[config.mk]
export PLATFORM = sky130hd
export DESIGN_NAME = relay_autotuner
export DESIGN_NICKNAME = d
export VERILOG_FILES = /design/src/rtl/relay_tune_pkg.sv /design/src/rtl/rt_period_meter.sv /design/src/rtl/rt_relay_integ.sv /design/src/rtl/rt_coef_lut.sv /design/src/rtl/relay_autotuner.sv
export SDC_FILE = /design/constraint.sdc
export NUM_CORES = 1
export LEC_CHECK = 0
export BUFFER_PORTS_ARGS = -buffer_cell sky130_fd_sc_hd__buf_2
export CAP_MARGIN = 0
export CORE_MARGIN = 3
export CORE_UTILIZATION = 43
export CTS_BUF_LIST = sky130_fd_sc_hd__clkbuf_4
export DETAILED_ROUTE_END_ITERATION = 8
export PLACE_DENSITY = 0.62
export SLEW_MARGIN = 20
export SYNTH_ARGS = -nofsm -noshare
export SYNTH_HDL_FRONTEND = slang
export SYNTH_HIERARCHICAL = 1
export SYNTH_SLANG_ARGS = --single-unit
[constraint.sdc]
create_clock -name clk -period 5.1 [get_ports clk]
set_clock_uncertainty 0.2 [all_clocks]
set_input_delay 0.51 -clock clk [delete_from_list [all_inputs] [get_ports clk]]
set_output_delay 0.51 -clock clk [all_outputs]
set_load 0.01 [all_outputs]
[src/rtl/relay_tune_pkg.sv]
package relay_tune_pkg;
    typedef enum logic [2:0] {
        ST_IDLE,
        ST_RES,
        ST_XOVER,
        ST_DONE,
        ST_FAIL
    } tune_st_e;
endpackage

[src/rtl/rt_period_meter.sv]
module rt_period_meter #(
    parameter int PER_W    = 16,
    parameter int SETTLE_N = 4,
    parameter int AVG_LOG2 = 3
) (
    input  logic             clk,
    input  logic             rst_n,
    input  logic             clear_i,
    input  logic             vld_i,
    input  logic             neg_i,
    input  logic [PER_W-1:0] timeout_i,
    output logic             done_o,
    output logic [PER_W-1:0] per_o,
    output logic             tout_o
);
    localparam int AVG_N   = 1 << AVG_LOG2;
    localparam int TOTAL_N = SETTLE_N + AVG_N;
    localparam int EDGE_W  = $clog2(TOTAL_N + 1);
    localparam int SUM_W   = PER_W + AVG_LOG2;
    localparam logic [EDGE_W-1:0] SETTLE_E = EDGE_W'(SETTLE_N);
    localparam logic [EDGE_W-1:0] LAST_E   = EDGE_W'(TOTAL_N - 1);

    typedef struct packed {
        logic              run;
        logic              prev_neg;
        logic              armed;
        logic [PER_W-1:0]  cnt;
        logic [EDGE_W-1:0] edges;
        logic [SUM_W-1:0]  sum;
        logic              done;
        logic [PER_W-1:0]  per;
        logic              tout;
    } meter_t;

    meter_t meter_d, meter_q;
    logic             rise;
    logic [PER_W-1:0] cnt_inc;
    logic [SUM_W-1:0] sum_n;

    always_comb begin
        meter_d = meter_q;
        meter_d.done = 1'b0;
        meter_d.tout = 1'b0;
        rise    = meter_q.prev_neg && !neg_i;
        cnt_inc = (meter_q.cnt == '1) ? meter_q.cnt : meter_q.cnt + 1'b1;
        sum_n   = meter_q.sum + SUM_W'(cnt_inc);
        if (clear_i) begin
            meter_d.run      = 1'b1;
            meter_d.prev_neg = 1'b0;
            meter_d.armed    = 1'b0;
            meter_d.cnt      = '0;
            meter_d.edges    = '0;
            meter_d.sum      = '0;
        end else if (vld_i && meter_q.run) begin
            meter_d.prev_neg = neg_i;
            if (rise) begin
                meter_d.cnt = '0;
                if (!meter_q.armed) begin
                    meter_d.armed = 1'b1;
                end else begin
                    meter_d.edges = meter_q.edges + 1'b1;
                    if (meter_q.edges >= SETTLE_E) begin
                        meter_d.sum = sum_n;
                    end
                    if (meter_q.edges == LAST_E) begin
                        meter_d.done = 1'b1;
                        meter_d.per  = PER_W'(sum_n >> AVG_LOG2);
                        meter_d.run  = 1'b0;
                    end
                end
            end else begin
                meter_d.cnt = cnt_inc;
                if (cnt_inc >= timeout_i) begin
                    meter_d.tout = 1'b1;
                    meter_d.run  = 1'b0;
                end
            end
        end
    end

    always_ff @(posedge clk or negedge rst_n) begin
        if (!rst_n) begin
            meter_q <= '0;
        end else begin
            meter_q <= meter_d;
        end
    end

    assign done_o = meter_q.done;
    assign per_o  = meter_q.per;
    assign tout_o = meter_q.tout;

    assert_done_pulse_R3: assert property (@(posedge clk) disable iff (!rst_n)
        meter_q.done |=> !meter_q.done);
    assert_done_nonzero_R3: assert property (@(posedge clk) disable iff (!rst_n)
        meter_q.done |-> (meter_q.per != '0));
    assert_tout_excl_R8: assert property (@(posedge clk) disable iff (!rst_n)
        !(meter_q.done && meter_q.tout));
endmodule

[src/rtl/rt_relay_integ.sv]
module rt_relay_integ #(
    parameter int CTRL_W = 10,
    parameter int CODE_W = 6
) (
    input  logic                     clk,
    input  logic                     rst_n,
    input  logic                     clear_i,
    input  logic                     en_i,
    input  logic                     vld_i,
    input  logic                     neg_i,
    input  logic                     lead_en_i,
    input  logic [CODE_W-1:0]        z2_i,
    output logic signed [CTRL_W-1:0] ctrl_o
);
    localparam logic signed [CTRL_W-1:0] LIM_P = CTRL_W'((1 << (CTRL_W - 2)) - 1);
    localparam logic signed [CTRL_W-1:0] LIM_N = -LIM_P;

    typedef struct packed {
        logic [CTRL_W-1:0] integ;
        logic              relay_neg;
    } integ_t;

    integ_t integ_d, integ_q;
    logic signed [CTRL_W-1:0] acc;
    logic signed [CTRL_W-1:0] lead;

    always_comb begin
        integ_d = integ_q;
        acc     = $signed(integ_q.integ);
        if (clear_i) begin
            integ_d.integ     = '0;
            integ_d.relay_neg = 1'b0;
        end else if (en_i && vld_i) begin
            integ_d.relay_neg = neg_i;
            if (neg_i) begin
                integ_d.integ = (acc == LIM_N) ? acc : acc - 1'b1;
            end else begin
                integ_d.integ = (acc == LIM_P) ? acc : acc + 1'b1;
            end
        end
    end

    always_comb begin
        lead = $signed({{(CTRL_W - CODE_W){1'b0}}, z2_i});
        if (!en_i) begin
            ctrl_o = '0;
        end else if (lead_en_i) begin
            ctrl_o = acc + (integ_q.relay_neg ? -lead : lead);
        end else begin
            ctrl_o = acc;
        end
    end

    always_ff @(posedge clk or negedge rst_n) begin
        if (!rst_n) begin
            integ_q <= '0;
        end else begin
            integ_q <= integ_d;
        end
    end

    assert_integ_bound_R2: assert property (@(posedge clk) disable iff (!rst_n)
        ($signed(integ_q.integ) <= LIM_P) && ($signed(integ_q.integ) >= LIM_N));
    assert_integ_step_R2: assert property (@(posedge clk) disable iff (!rst_n)
        (en_i && vld_i && !clear_i) |=>
            ((integ_q.integ == $past(integ_q.integ)) ||
             (integ_q.integ == $past(integ_q.integ) + 1'b1) ||
             (integ_q.integ == $past(integ_q.integ) - 1'b1)));
endmodule

[src/rtl/rt_coef_lut.sv]
module rt_coef_lut #(
    parameter int PER_W     = 16,
    parameter int CODE_W    = 6,
    parameter int BW_W      = 2,
    parameter int BUCKET_SH = 2,
    parameter int BUCKETS   = 16,
    parameter int GAIN_STEP = 8
) (
    input  logic [PER_W-1:0]  per_i,
    input  logic [BW_W-1:0]   bw_i,
    input  logic [CODE_W-1:0] z1_i,
    input  logic [CODE_W-1:0] z2_i,
    output logic [CODE_W-1:0] z1_o,
    output logic [CODE_W-1:0] gain_o
);
    localparam int CODE_MAX = (1 << CODE_W) - 1;
    localparam int Z1_STEP  = (1 << CODE_W) / BUCKETS;
    localparam int BW_N     = 1 << BW_W;
    localparam int BASE_W   = CODE_W + BW_W + 1;

    logic [BASE_W-1:0] base_tbl [BW_N];
    logic [PER_W-1:0]  bucket_raw;
    int                bucket;
    int                gsum;

    for (genvar i = 0; i < BW_N; i++) begin : g_base
        assign base_tbl[i] = BASE_W'((i + 1) * GAIN_STEP);
    end

    always_comb begin
        bucket_raw = per_i >> BUCKET_SH;
        bucket     = (bucket_raw > PER_W'(BUCKETS - 1)) ? (BUCKETS - 1) : int'(bucket_raw);
        z1_o       = CODE_W'(CODE_MAX - Z1_STEP * bucket);
    end

    always_comb begin
        gsum = int'(base_tbl[bw_i]) + int'(z1_i >> 2) - int'(z2_i >> 3);
        if (gsum < 0) begin
            gain_o = '0;
        end else if (gsum > CODE_MAX) begin
            gain_o = CODE_W'(CODE_MAX);
        end else begin
            gain_o = CODE_W'(gsum);
        end
    end
endmodule

[src/rtl/relay_autotuner.sv]
module relay_autotuner
    import relay_tune_pkg::*;
#(
    parameter int ERR_W     = 12,
    parameter int CTRL_W    = 10,
    parameter int PER_W     = 16,
    parameter int CODE_W    = 6,
    parameter int BW_W      = 2,
    parameter int SETTLE_N  = 4,
    parameter int AVG_LOG2  = 3,
    parameter int MAX_ITER  = 64,
    parameter int Z2_INIT   = 32,
    parameter int DEF_Z1    = 20,
    parameter int DEF_GAIN  = 16,
    parameter int BUCKET_SH = 2,
    parameter int Z1_BUCKETS = 16,
    parameter int GAIN_STEP = 8
) (
    input  logic                     clk,
    input  logic                     rst_n,
    input  logic                     start_i,
    input  logic                     err_vld_i,
    input  logic signed [ERR_W-1:0]  err_i,
    input  logic [PER_W-1:0]         target_per_i,
    input  logic [PER_W-1:0]         timeout_i,
    input  logic [BW_W-1:0]          bw_sel_i,
    output logic                     relay_sel_o,
    output logic signed [CTRL_W-1:0] ctrl_o,
    output logic [PER_W-1:0]         period_o,
    output logic [CODE_W-1:0]        zero1_o,
    output logic [CODE_W-1:0]        zero2_o,
    output logic [CODE_W-1:0]        gain_o,
    output logic                     done_o,
    output logic                     error_o
);
    localparam int ITER_W = $clog2(MAX_ITER + 1);
    localparam logic [ITER_W-1:0] ITER_LIM = ITER_W'(MAX_ITER);
    localparam logic [CODE_W-1:0] CODE_TOP = '1;
    localparam logic [CODE_W-1:0] Z2_RST   = CODE_W'(Z2_INIT);
    localparam logic [CODE_W-1:0] Z1_RST   = CODE_W'(DEF_Z1);
    localparam logic [CODE_W-1:0] G_RST    = CODE_W'(DEF_GAIN);

    typedef struct packed {
        tune_st_e          st;
        logic [CODE_W-1:0] z1;
        logic [CODE_W-1:0] z2;
        logic [CODE_W-1:0] gain;
        logic [PER_W-1:0]  per;
        logic [ITER_W-1:0] iter;
        logic              done;
        logic              fail;
        logic              clr;
    } seq_t;

    seq_t seq_d, seq_q;

    logic              err_neg;
    logic              meas_done;
    logic [PER_W-1:0]  meas_per;
    logic              meas_tout;
    logic [CODE_W-1:0] z1_lut;
    logic [CODE_W-1:0] gain_lut;
    logic              tuning;

    assign err_neg = (err_i < 0);
    assign tuning  = (seq_q.st == ST_RES) || (seq_q.st == ST_XOVER);

    rt_period_meter #(
        .PER_W   (PER_W),
        .SETTLE_N(SETTLE_N),
        .AVG_LOG2(AVG_LOG2)
    ) u_meter (
        .clk      (clk),
        .rst_n    (rst_n),
        .clear_i  (seq_q.clr),
        .vld_i    (err_vld_i && tuning),
        .neg_i    (err_neg),
        .timeout_i(timeout_i),
        .done_o   (meas_done),
        .per_o    (meas_per),
        .tout_o   (meas_tout)
    );

    rt_relay_integ #(
        .CTRL_W(CTRL_W),
        .CODE_W(CODE_W)
    ) u_integ (
        .clk      (clk),
        .rst_n    (rst_n),
        .clear_i  (seq_q.clr && (seq_q.st == ST_RES)),
        .en_i     (tuning),
        .vld_i    (err_vld_i),
        .neg_i    (err_neg),
        .lead_en_i(seq_q.st == ST_XOVER),
        .z2_i     (seq_q.z2),
        .ctrl_o   (ctrl_o)
    );

    rt_coef_lut #(
        .PER_W    (PER_W),
        .CODE_W   (CODE_W),
        .BW_W     (BW_W),
        .BUCKET_SH(BUCKET_SH),
        .BUCKETS  (Z1_BUCKETS),
        .GAIN_STEP(GAIN_STEP)
    ) u_lut (
        .per_i (meas_per),
        .bw_i  (bw_sel_i),
        .z1_i  (seq_q.z1),
        .z2_i  (seq_q.z2),
        .z1_o  (z1_lut),
        .gain_o(gain_lut)
    );

    always_comb begin
        seq_d = seq_q;
        seq_d.clr = 1'b0;
        unique case (seq_q.st)
            ST_IDLE, ST_DONE, ST_FAIL: begin
                if (start_i) begin
                    seq_d.st   = ST_RES;
                    seq_d.clr  = 1'b1;
                    seq_d.z2   = Z2_RST;
                    seq_d.iter = '0;
                    seq_d.done = 1'b0;
                    seq_d.fail = 1'b0;
                end
            end
            ST_RES: begin
                if (meas_tout) begin
                    seq_d.st   = ST_FAIL;
                    seq_d.fail = 1'b1;
                    seq_d.z1   = Z1_RST;
                    seq_d.z2   = Z2_RST;
                    seq_d.gain = G_RST;
                end else if (meas_done) begin
                    seq_d.per = meas_per;
                    seq_d.z1  = z1_lut;
                    seq_d.st  = ST_XOVER;
                    seq_d.clr = 1'b1;
                end
            end
            ST_XOVER: begin
                if (meas_tout) begin
                    seq_d.st   = ST_FAIL;
                    seq_d.fail = 1'b1;
                    seq_d.z1   = Z1_RST;
                    seq_d.z2   = Z2_RST;
                    seq_d.gain = G_RST;
                end else if (meas_done) begin
                    seq_d.per = meas_per;
                    if (meas_per == target_per_i) begin
                        seq_d.gain = gain_lut;
                        seq_d.done = 1'b1;
                        seq_d.st   = ST_DONE;
                    end else if (seq_q.iter == ITER_LIM) begin
                        seq_d.st   = ST_FAIL;
                        seq_d.fail = 1'b1;
                        seq_d.z1   = Z1_RST;
                        seq_d.z2   = Z2_RST;
                        seq_d.gain = G_RST;
                    end else begin
                        if (meas_per > target_per_i) begin
                            seq_d.z2 = (seq_q.z2 == CODE_TOP) ? seq_q.z2 : seq_q.z2 + 1'b1;
                        end else begin
                            seq_d.z2 = (seq_q.z2 == '0) ? seq_q.z2 : seq_q.z2 - 1'b1;
                        end
                        seq_d.iter = seq_q.iter + 1'b1;
                        seq_d.clr  = 1'b1;
                    end
                end
            end
            default: seq_d.st = ST_IDLE;
        endcase
    end

    always_ff @(posedge clk or negedge rst_n) begin
        if (!rst_n) begin
            seq_q      <= '0;
            seq_q.st   <= ST_IDLE;
            seq_q.z1   <= Z1_RST;
            seq_q.z2   <= Z2_RST;
            seq_q.gain <= G_RST;
        end else begin
            seq_q <= seq_d;
        end
    end

    assign relay_sel_o = tuning;
    assign period_o    = seq_q.per;
    assign zero1_o     = seq_q.z1;
    assign zero2_o     = seq_q.z2;
    assign gain_o      = seq_q.gain;
    assign done_o      = seq_q.done;
    assign error_o     = seq_q.fail;

    assert_sel_flags_R1: assert property (@(posedge clk) disable iff (!rst_n)
        relay_sel_o |-> (!done_o && !error_o));
    assert_flag_excl_R6: assert property (@(posedge clk) disable iff (!rst_n)
        !(done_o && error_o));
    assert_z2_step_R5: assert property (@(posedge clk) disable iff (!rst_n)
        (relay_sel_o && $past(relay_sel_o)) |->
            ((zero2_o == $past(zero2_o)) ||
             (zero2_o == $past(zero2_o) + 1'b1) ||
             (zero2_o == $past(zero2_o) - 1'b1)));
    assert_iter_cap_R7: assert property (@(posedge clk) disable iff (!rst_n)
        seq_q.iter <= ITER_LIM);
    assert_fail_defaults_R7: assert property (@(posedge clk) disable iff (!rst_n)
        $rose(error_o) |-> ((zero1_o == Z1_RST) && (zero2_o == Z2_RST) && (gain_o == G_RST)));
endmodule

Yosys cells after proc, flatten, opt, wreduce, memory -nomap -nowiden
Cells that the tools add are included.
{ "op_classes": {"addsub": 13, "magnitude_cmp": 8, "n_eq_ne": 31, "mux": 67, "bitwise": 2, "n_reduce_logical": 32} }
{ "ops": {"columns": ["operator", "count"], "rows": [
  ["$mux W40", 2],
  ["$mux W10", 7],
  ["$mux W16", 4],
  ["$mux W60", 1],
  ["$mux W6", 9],
  ["$mux W47", 1],
  ["$mux W9", 5],
  ["$pmux W22 S2", 1],
  ["$mux W42", 1],
  ["$gt A32 B7 Y1 const B", 1],
  ["$lt A32 B1 Y1 const B", 1],
  ["$sub A32 B4 Y32", 1],
  ["$mux W12", 2],
  ["$mux W24", 1],
  ["$mux W11", 2],
  ["$mux W21", 1],
  ["$eq A10 B9 Y1 const B", 2],
  ["$reduce_and A5 Y1", 4],
  ["$add A19 B16 Y19", 1],
  ["$mux W19", 1],
  ["$bmux W9 S2", 1],
  ["$mux W18", 1],
  ["$pmux W6 S3", 1],
  ["$mux W17", 1],
  ["other kinds (56)", 101]
]} }
{ "word_totals": {"ff_bits": 118, "inputBits": 50, "output_inout_bits": 47, "elab_cells": 173} }

Depth between registers and ports, before layout
{ "logic_depth": {"depth_word": 13, "ltp_mapped": 17, "mapped_depth_nobuf": 15} }

Cells and area by module
Netlist, hierarchy kept.
{ "modules_own_cells": {"columns": ["mod", "instances", "cells_each", "area_per_inst_um2", "seq_area_each_um2"], "rows": [
  ["rt_period_meter", 1, 459, 4116.4, 1501.4],
  ["relay_autotuner", 1, 372, 3231.8, 1181.1],
  ["rt_relay_integ", 1, 189, 1584.0, 275.3],
  ["rt_coef_lut", 1, 64, 503.0, 0.0]
]} }

Least setup slack after synthesis
OpenSTA, ideal clock, no wires.
{ "synth_timing": {"path_kind": "reg2reg", "startpoint": "register u_meter/meter_q[47] (netlist name)", "endpoint": "register u_meter/meter_q[36] (netlist name)", "setup_ps": 125, "arrival_ps": 3329, "required_time_ps": 4775, "slack_ps": 1446, "stages_incl_launch_ff": 17, "path_buffers": 2, "period_less_slack_ps": 3654, "cell_sequence": "dfrtp_1 buf_4 and4_1 buf_6 nand4_4 nor3_1 xnor2_1 ha_1 inv_1 fa_1 and3b_1 o221ai_1 nand3_1 nand4_1 a21oi_1 nor2b_1 mux2_2"} }
{ "synth_between": {"elab_chain_len": 8, "elab_cells_between_ends": 9, "classes_between": "add/sub (2); eq/ne (1); mux (6)"} }
{ "synth_rtl": {"columns": ["item", "line_no", "rtl"], "rows": [
  ["start, declared", "rt_period_meter.sv:35", "meter_t meter_d, meter_q;"],
  ["start signal, assigned", "rt_period_meter.sv:85", "meter_q <= meter_d;"],
  ["$add A16 B1 Y16 or $eq A16 B16 Y1 (tied branches)", "rt_period_meter.sv:45", "cnt_inc = (meter_q.cnt == '1) ? meter_q.cnt : meter_q.cnt + 1'b1;"],
  ["$mux W16 *", "rt_period_meter.sv:45", null],
  ["$add A19 B16 Y19 *", "rt_period_meter.sv:46", "sum_n = meter_q.sum + SUM_W'(cnt_inc);"],
  ["$mux W19 *", "rt_period_meter.sv:62", "if (meter_q.edges >= SETTLE_E) begin"],
  ["$mux W40 *", "rt_period_meter.sv:58", "if (!meter_q.armed) begin"],
  ["$mux W40 *", "rt_period_meter.sv:56", "if (rise) begin"],
  ["$mux W60 *", "rt_period_meter.sv:54", "end else if (vld_i && meter_q.run) begin"],
  ["$mux W42 *", "rt_period_meter.sv:47", "if (clear_i) begin"]
]} }
Mark *: on every way between the ends. The rest lies on a longest branch, timed or not. The select of a mux whose other input is x is not followed.
A chain may end at the register's enable or synchronous reset.

Worst setup path in the final report
{ "layout_timing": {"startpoint": "register seq_q (netlist bit zero2_o[0])", "endpoint": "output ctrl_o[9]"} }
{ "layout_between": {"elab_chain_len": 5} }
{ "layout_rtl": {"columns": ["item", "line_no", "rtl"], "rows": [
  ["start, declared", "relay_autotuner.sv:55", "seq_t seq_d, seq_q;"],
  ["start signal, assigned", "relay_autotuner.sv:185", "seq_q <= seq_d;"],
  ["$neg A6 Y10", "rt_relay_integ.sv:48", "ctrl_o = acc + (integ_q.relay_neg ? -lead : lead);"],
  ["$mux W10 *", "rt_relay_integ.sv:48", null],
  ["$add A10 B10 Y10 *", "rt_relay_integ.sv:48", null],
  ["$mux W10 *", "rt_relay_integ.sv:47", "end else if (lead_en_i) begin"],
  ["$mux W10 *", "rt_relay_integ.sv:45", "if (!en_i) begin"],
  ["end, declared", "relay_autotuner.sv:28", "output logic signed [CTRL_W-1:0] ctrl_o,"]
]} }
Mark *: on every way between the ends. The rest lies on a longest branch, timed or not.

==> qor.csv <==
stage;metric;value;unit
logic_synthesis;synth_seq_area_share;31.3;%
logic_synthesis;synthAdderAreaFrac;13.6;%
timing;finalSetupTns;0;ns
clocking;htreeDepth;4;
critical_path;r2r-start;u_meter/meter_q[47];
routing;wl_per_cell;15.4;um
clocking;clk-insertion-delay-late;0.54;ns
placed_design;dpl_worst_slack;0.926;ns
global_route;grt_start_max_net_pins;66;
routing;vias;7690;
final_layout;register_area;2960;um^2
critical_path;slowest_delay;0.58;ns
pwr;powerDensity;329;nW/um^2
global_route;antenna_found_initial;1;
run_status;outcome;finished, final reports clean;
die;core;21300;um^2
clocking;root_buffer;clkbuf_4;
critical_path;critPathKind;reg2out;
placed_design;place.gp.congestion;0.845;
placed_design;io_buffers;85;
logic_synthesis;netlist_area;9440;um^2
final_layout;num-fill-cells;2071;
critical_path;start_kind;register;
die;fp.dieArea;23800;um^2
critical_path;worstPathArrival;3.60;ns
routing;vias_per_cell;5.50;
logic_synthesis;ys.warnings.count;6;
critical_path;cp.required;4.39;ns
final_layout;layout-area-overhead-vs-synth;6.74;%
critical_path;critical-path-top-delay-family;simple AND/OR/NAND/NOR gates;
final_layout;drive_gt1_share;16.0;%
pwr;comb_power_share;40.3;%
logic_synthesis;synth-simple-area-share;18.5;%
timing;finalCriticalPeriod;4.31;ns
logic_synthesis;ys_async_sr_fraction;100;%
global_route;grt_overflow_total;0;
routing;ant_nets;0;
routing;first_pass_iters;5;
logic_synthesis;synthXorXnorAreaFrac;5.11;%
critical_path;cp-startpoint;zero2_o[0];
routing;drtIter0Drc;459;
clocking;cts_resized;0;
job;cap_violations;0;
logic_synthesis;ys_ff_latch;118;
critical_path;cp_max_fo;11;
logic_synthesis;synth_top_flop_cell;dfrtp_1;
clocking;numCtsBuffers;17;
clocking;clk_path_buf_depth;2;
logic_synthesis;synth_compound_area_share;18.9;%
routing;drc;0;
timing;finalWorstSetupSlack;0.788;ns
pwr;ir_worst_vdd;0.000187;V
global_route;track_usage;18.3;%
pwr;power.switching;1310;uW
final_layout;multi_input_comb_area;5640;um^2
logic_synthesis;synthCells;1084;
hold_path;hold_path_class;in2reg;
routing;route.final.wire_length;21500;um
timing;rsz0062_at_grt;false;
logic_synthesis;synth_edf_count;0;
die;dieHeight;154;um
clocking;clkSlewWorstSetupHoldPaths;0.11;ns
die;initial_utilization;44.3;%
timing;setup_violations;0;
final_layout;final_nets;1254;
logic_synthesis;synth_top_family_by_area;compound AO/OA/AOI/OAI gates;
logic_synthesis;ys_types;91;
critical_path;cp_cell_sequence;inv_1, ha_1, nand2b_1, o21ai_0, xnor2_1, ha_1, nand3_1, o2111ai_2, a211oi_2, or4_1, nand3_1, mux2i_1, buf_2;
pwr;seqPwrFrac;35.1;%
clocking;cts_tree;built;
logic_synthesis;synthMuxAreaShare;3.55;%
critical_path;cp_slowest_cell;dfrtp_1;
die;die_width;154;um
pwr;switching_share;39.6;%
final_layout;fin_util;47.3;%
critical_path;crit_path_end_kind;output port;
hold_path;min_from;err_vld_i;
clocking;cts_sinks;118;
timing;slew_headroom;41.7;%
timing;timing.final.crit_share;84.6;%
timing;max_freq;232;MHz
die;io_pins;97;
pwr;clock_power_share;24.5;%
timing;hold_violations;0;
logic_synthesis;avgSynthCellArea;8.70;um^2
pwr;p_int;2000;uW
global_route;first_global_vias;7258;
die;fp-row-count;53;
critical_path;crit_buf_inv;2;
global_route;grt_pass1_wl;36200;um
timing;slew_violations;0;
timing;tightest_slew;0.873;ns
placed_design;hpwl;16100;um
pwr;power_leakage;0.00491;uW
==> final cells by class <==
type | instances | area share, %
Antenna cell | 1 | 0.0248
Timing Repair Buffer | 94 | 4.94
Clock buffer | 17 | 1.27
Inverter | 79 | 2.94
Tap cell | 275 | 3.42
Multi-Input combinational cell | 800 | 56.0
Clock inverter | 14 | 2.07
Sequential cell | 118 | 29.4
==> tightest hold or removal path, delay by kind of cell <==
family          cells  cell delay (ns)
buf+inv             1             0.14
compound gates      1             0.05
simple gates        1             0.09
==> synth_stat cells (6+ instances only) <==
master      n  area (um^2)
nand2_1   128          480
dfrtp_1   114         2850
ha_1       89         1110
inv_1      77          289
a21oi_1    70          350
nor2_1     70          263
o21ai_0    62          310
buf_4      53          398
xnor2_1    40          350
nand3_1    30          150
clkbuf_1   28          105
nand4_1    22          138
a21o_1     20          150
a22o_1     16          140
mux2_2     16          180
nor3_1     15         75.1
xor2_1     15          131
or3_1      13         81.3
o31ai_1    12         90.1
a211oi_1   11         82.6
mux2i_1    11          110
nor2b_1    10         62.6
nand2b_1    9         56.3
and4_1      8         70.1
nor4_1      7         43.8
and2_1      6         37.5
and3_1      6         37.5
maj3_2      6         67.6
o211ai_1    6         45.0
o21ai_1     6         30.0
==> flip-flops by register name (all words and copies together) (netlist names) <==
signal,flops
u_meter/tout_o,1
u_integ/integ_q,1
period_o,16
u_meter/done_o,1
u_meter/per_o,16
error_o,1
seq_q,11
u_meter/meter_q,42
done_o,1
zero1_o,6
u_integ/acc,10
zero2_o,6
gain_o,6
==> final timing paths <==
check	end	slack [ns]	cells past startpoint
min	u_integ/integ_q[0]	0.09	3
max reg2reg	u_meter/meter_q[36]	0.91	14
max in group asynchronous	period_o[6]	3.03	3
max	ctrl_o[9]	0.79	13
min reg2reg	period_o[14]	0.29	2
min in group asynchronous	u_integ/acc[2]	0.36	2
==> power groups by stage <==
stage	Sequential, uW	Combinational (uW)	Clock (uW)
6_report	1160	1340	813
5_1_grt	1180	1510	870
4_1_cts	1160	1350	835
3_5_place_dp	1180	1340	0
3_3_place_gp	1180	1320	0
2_1_floorplan	1120	1030	0
==> cell families (layout without fill, tap and decap cells) <==
logic type	after synthesis	after routing
mux	31	31
xor+xnor	55	55
buf+inv	167	204
simple gates	351	351
compound gates	261	261
flops	118	118
fa+ha+maj	100	100
other cells	1	3
==> placed cells by master (no fill, tap or decap), types with 30 or more instances in the layout <==
master and instances:
nand2_1 128, dfrtp_1 114, ha_1 89, buf_2 84
inv_1 77, nor2_1 70, a21oi_1 70, o21ai_0 62
xnor2_1 40, nand3_1 30
==> metrics by stage <==
stage,area [um^2],std cells,hold WS (ns),total power (uW)
global route,10100,1398,0.0771,3570
CTS,10100,1397,0.0449,3340
global placement,9720,1365,0.263,2500
finish,10100,1398,0.0892,3310
floorplan,9440,1085,0.0144,2150
detailed placement,9720,1365,0.268,2520
==> per-layer routing <==
layer | GRT usage, % | part of all wire [%] | vias to the layer above
met2 | 29.6 | 46 | 139
li1 | - | - | 3860
met1 | 25.5 | 49 | 3666
met4 | 4.42 | 1.4 | 0
met3 | 3.32 | 3.6 | 25
met5 | 0 | 0 | -
==> what timing repair did <==
action                    in CTS  in global routing
setup buffers                  0                  0
hold buffers                   1                  0
hold endpoints to repair      51                  0
(Power assumes the default switching activity.)
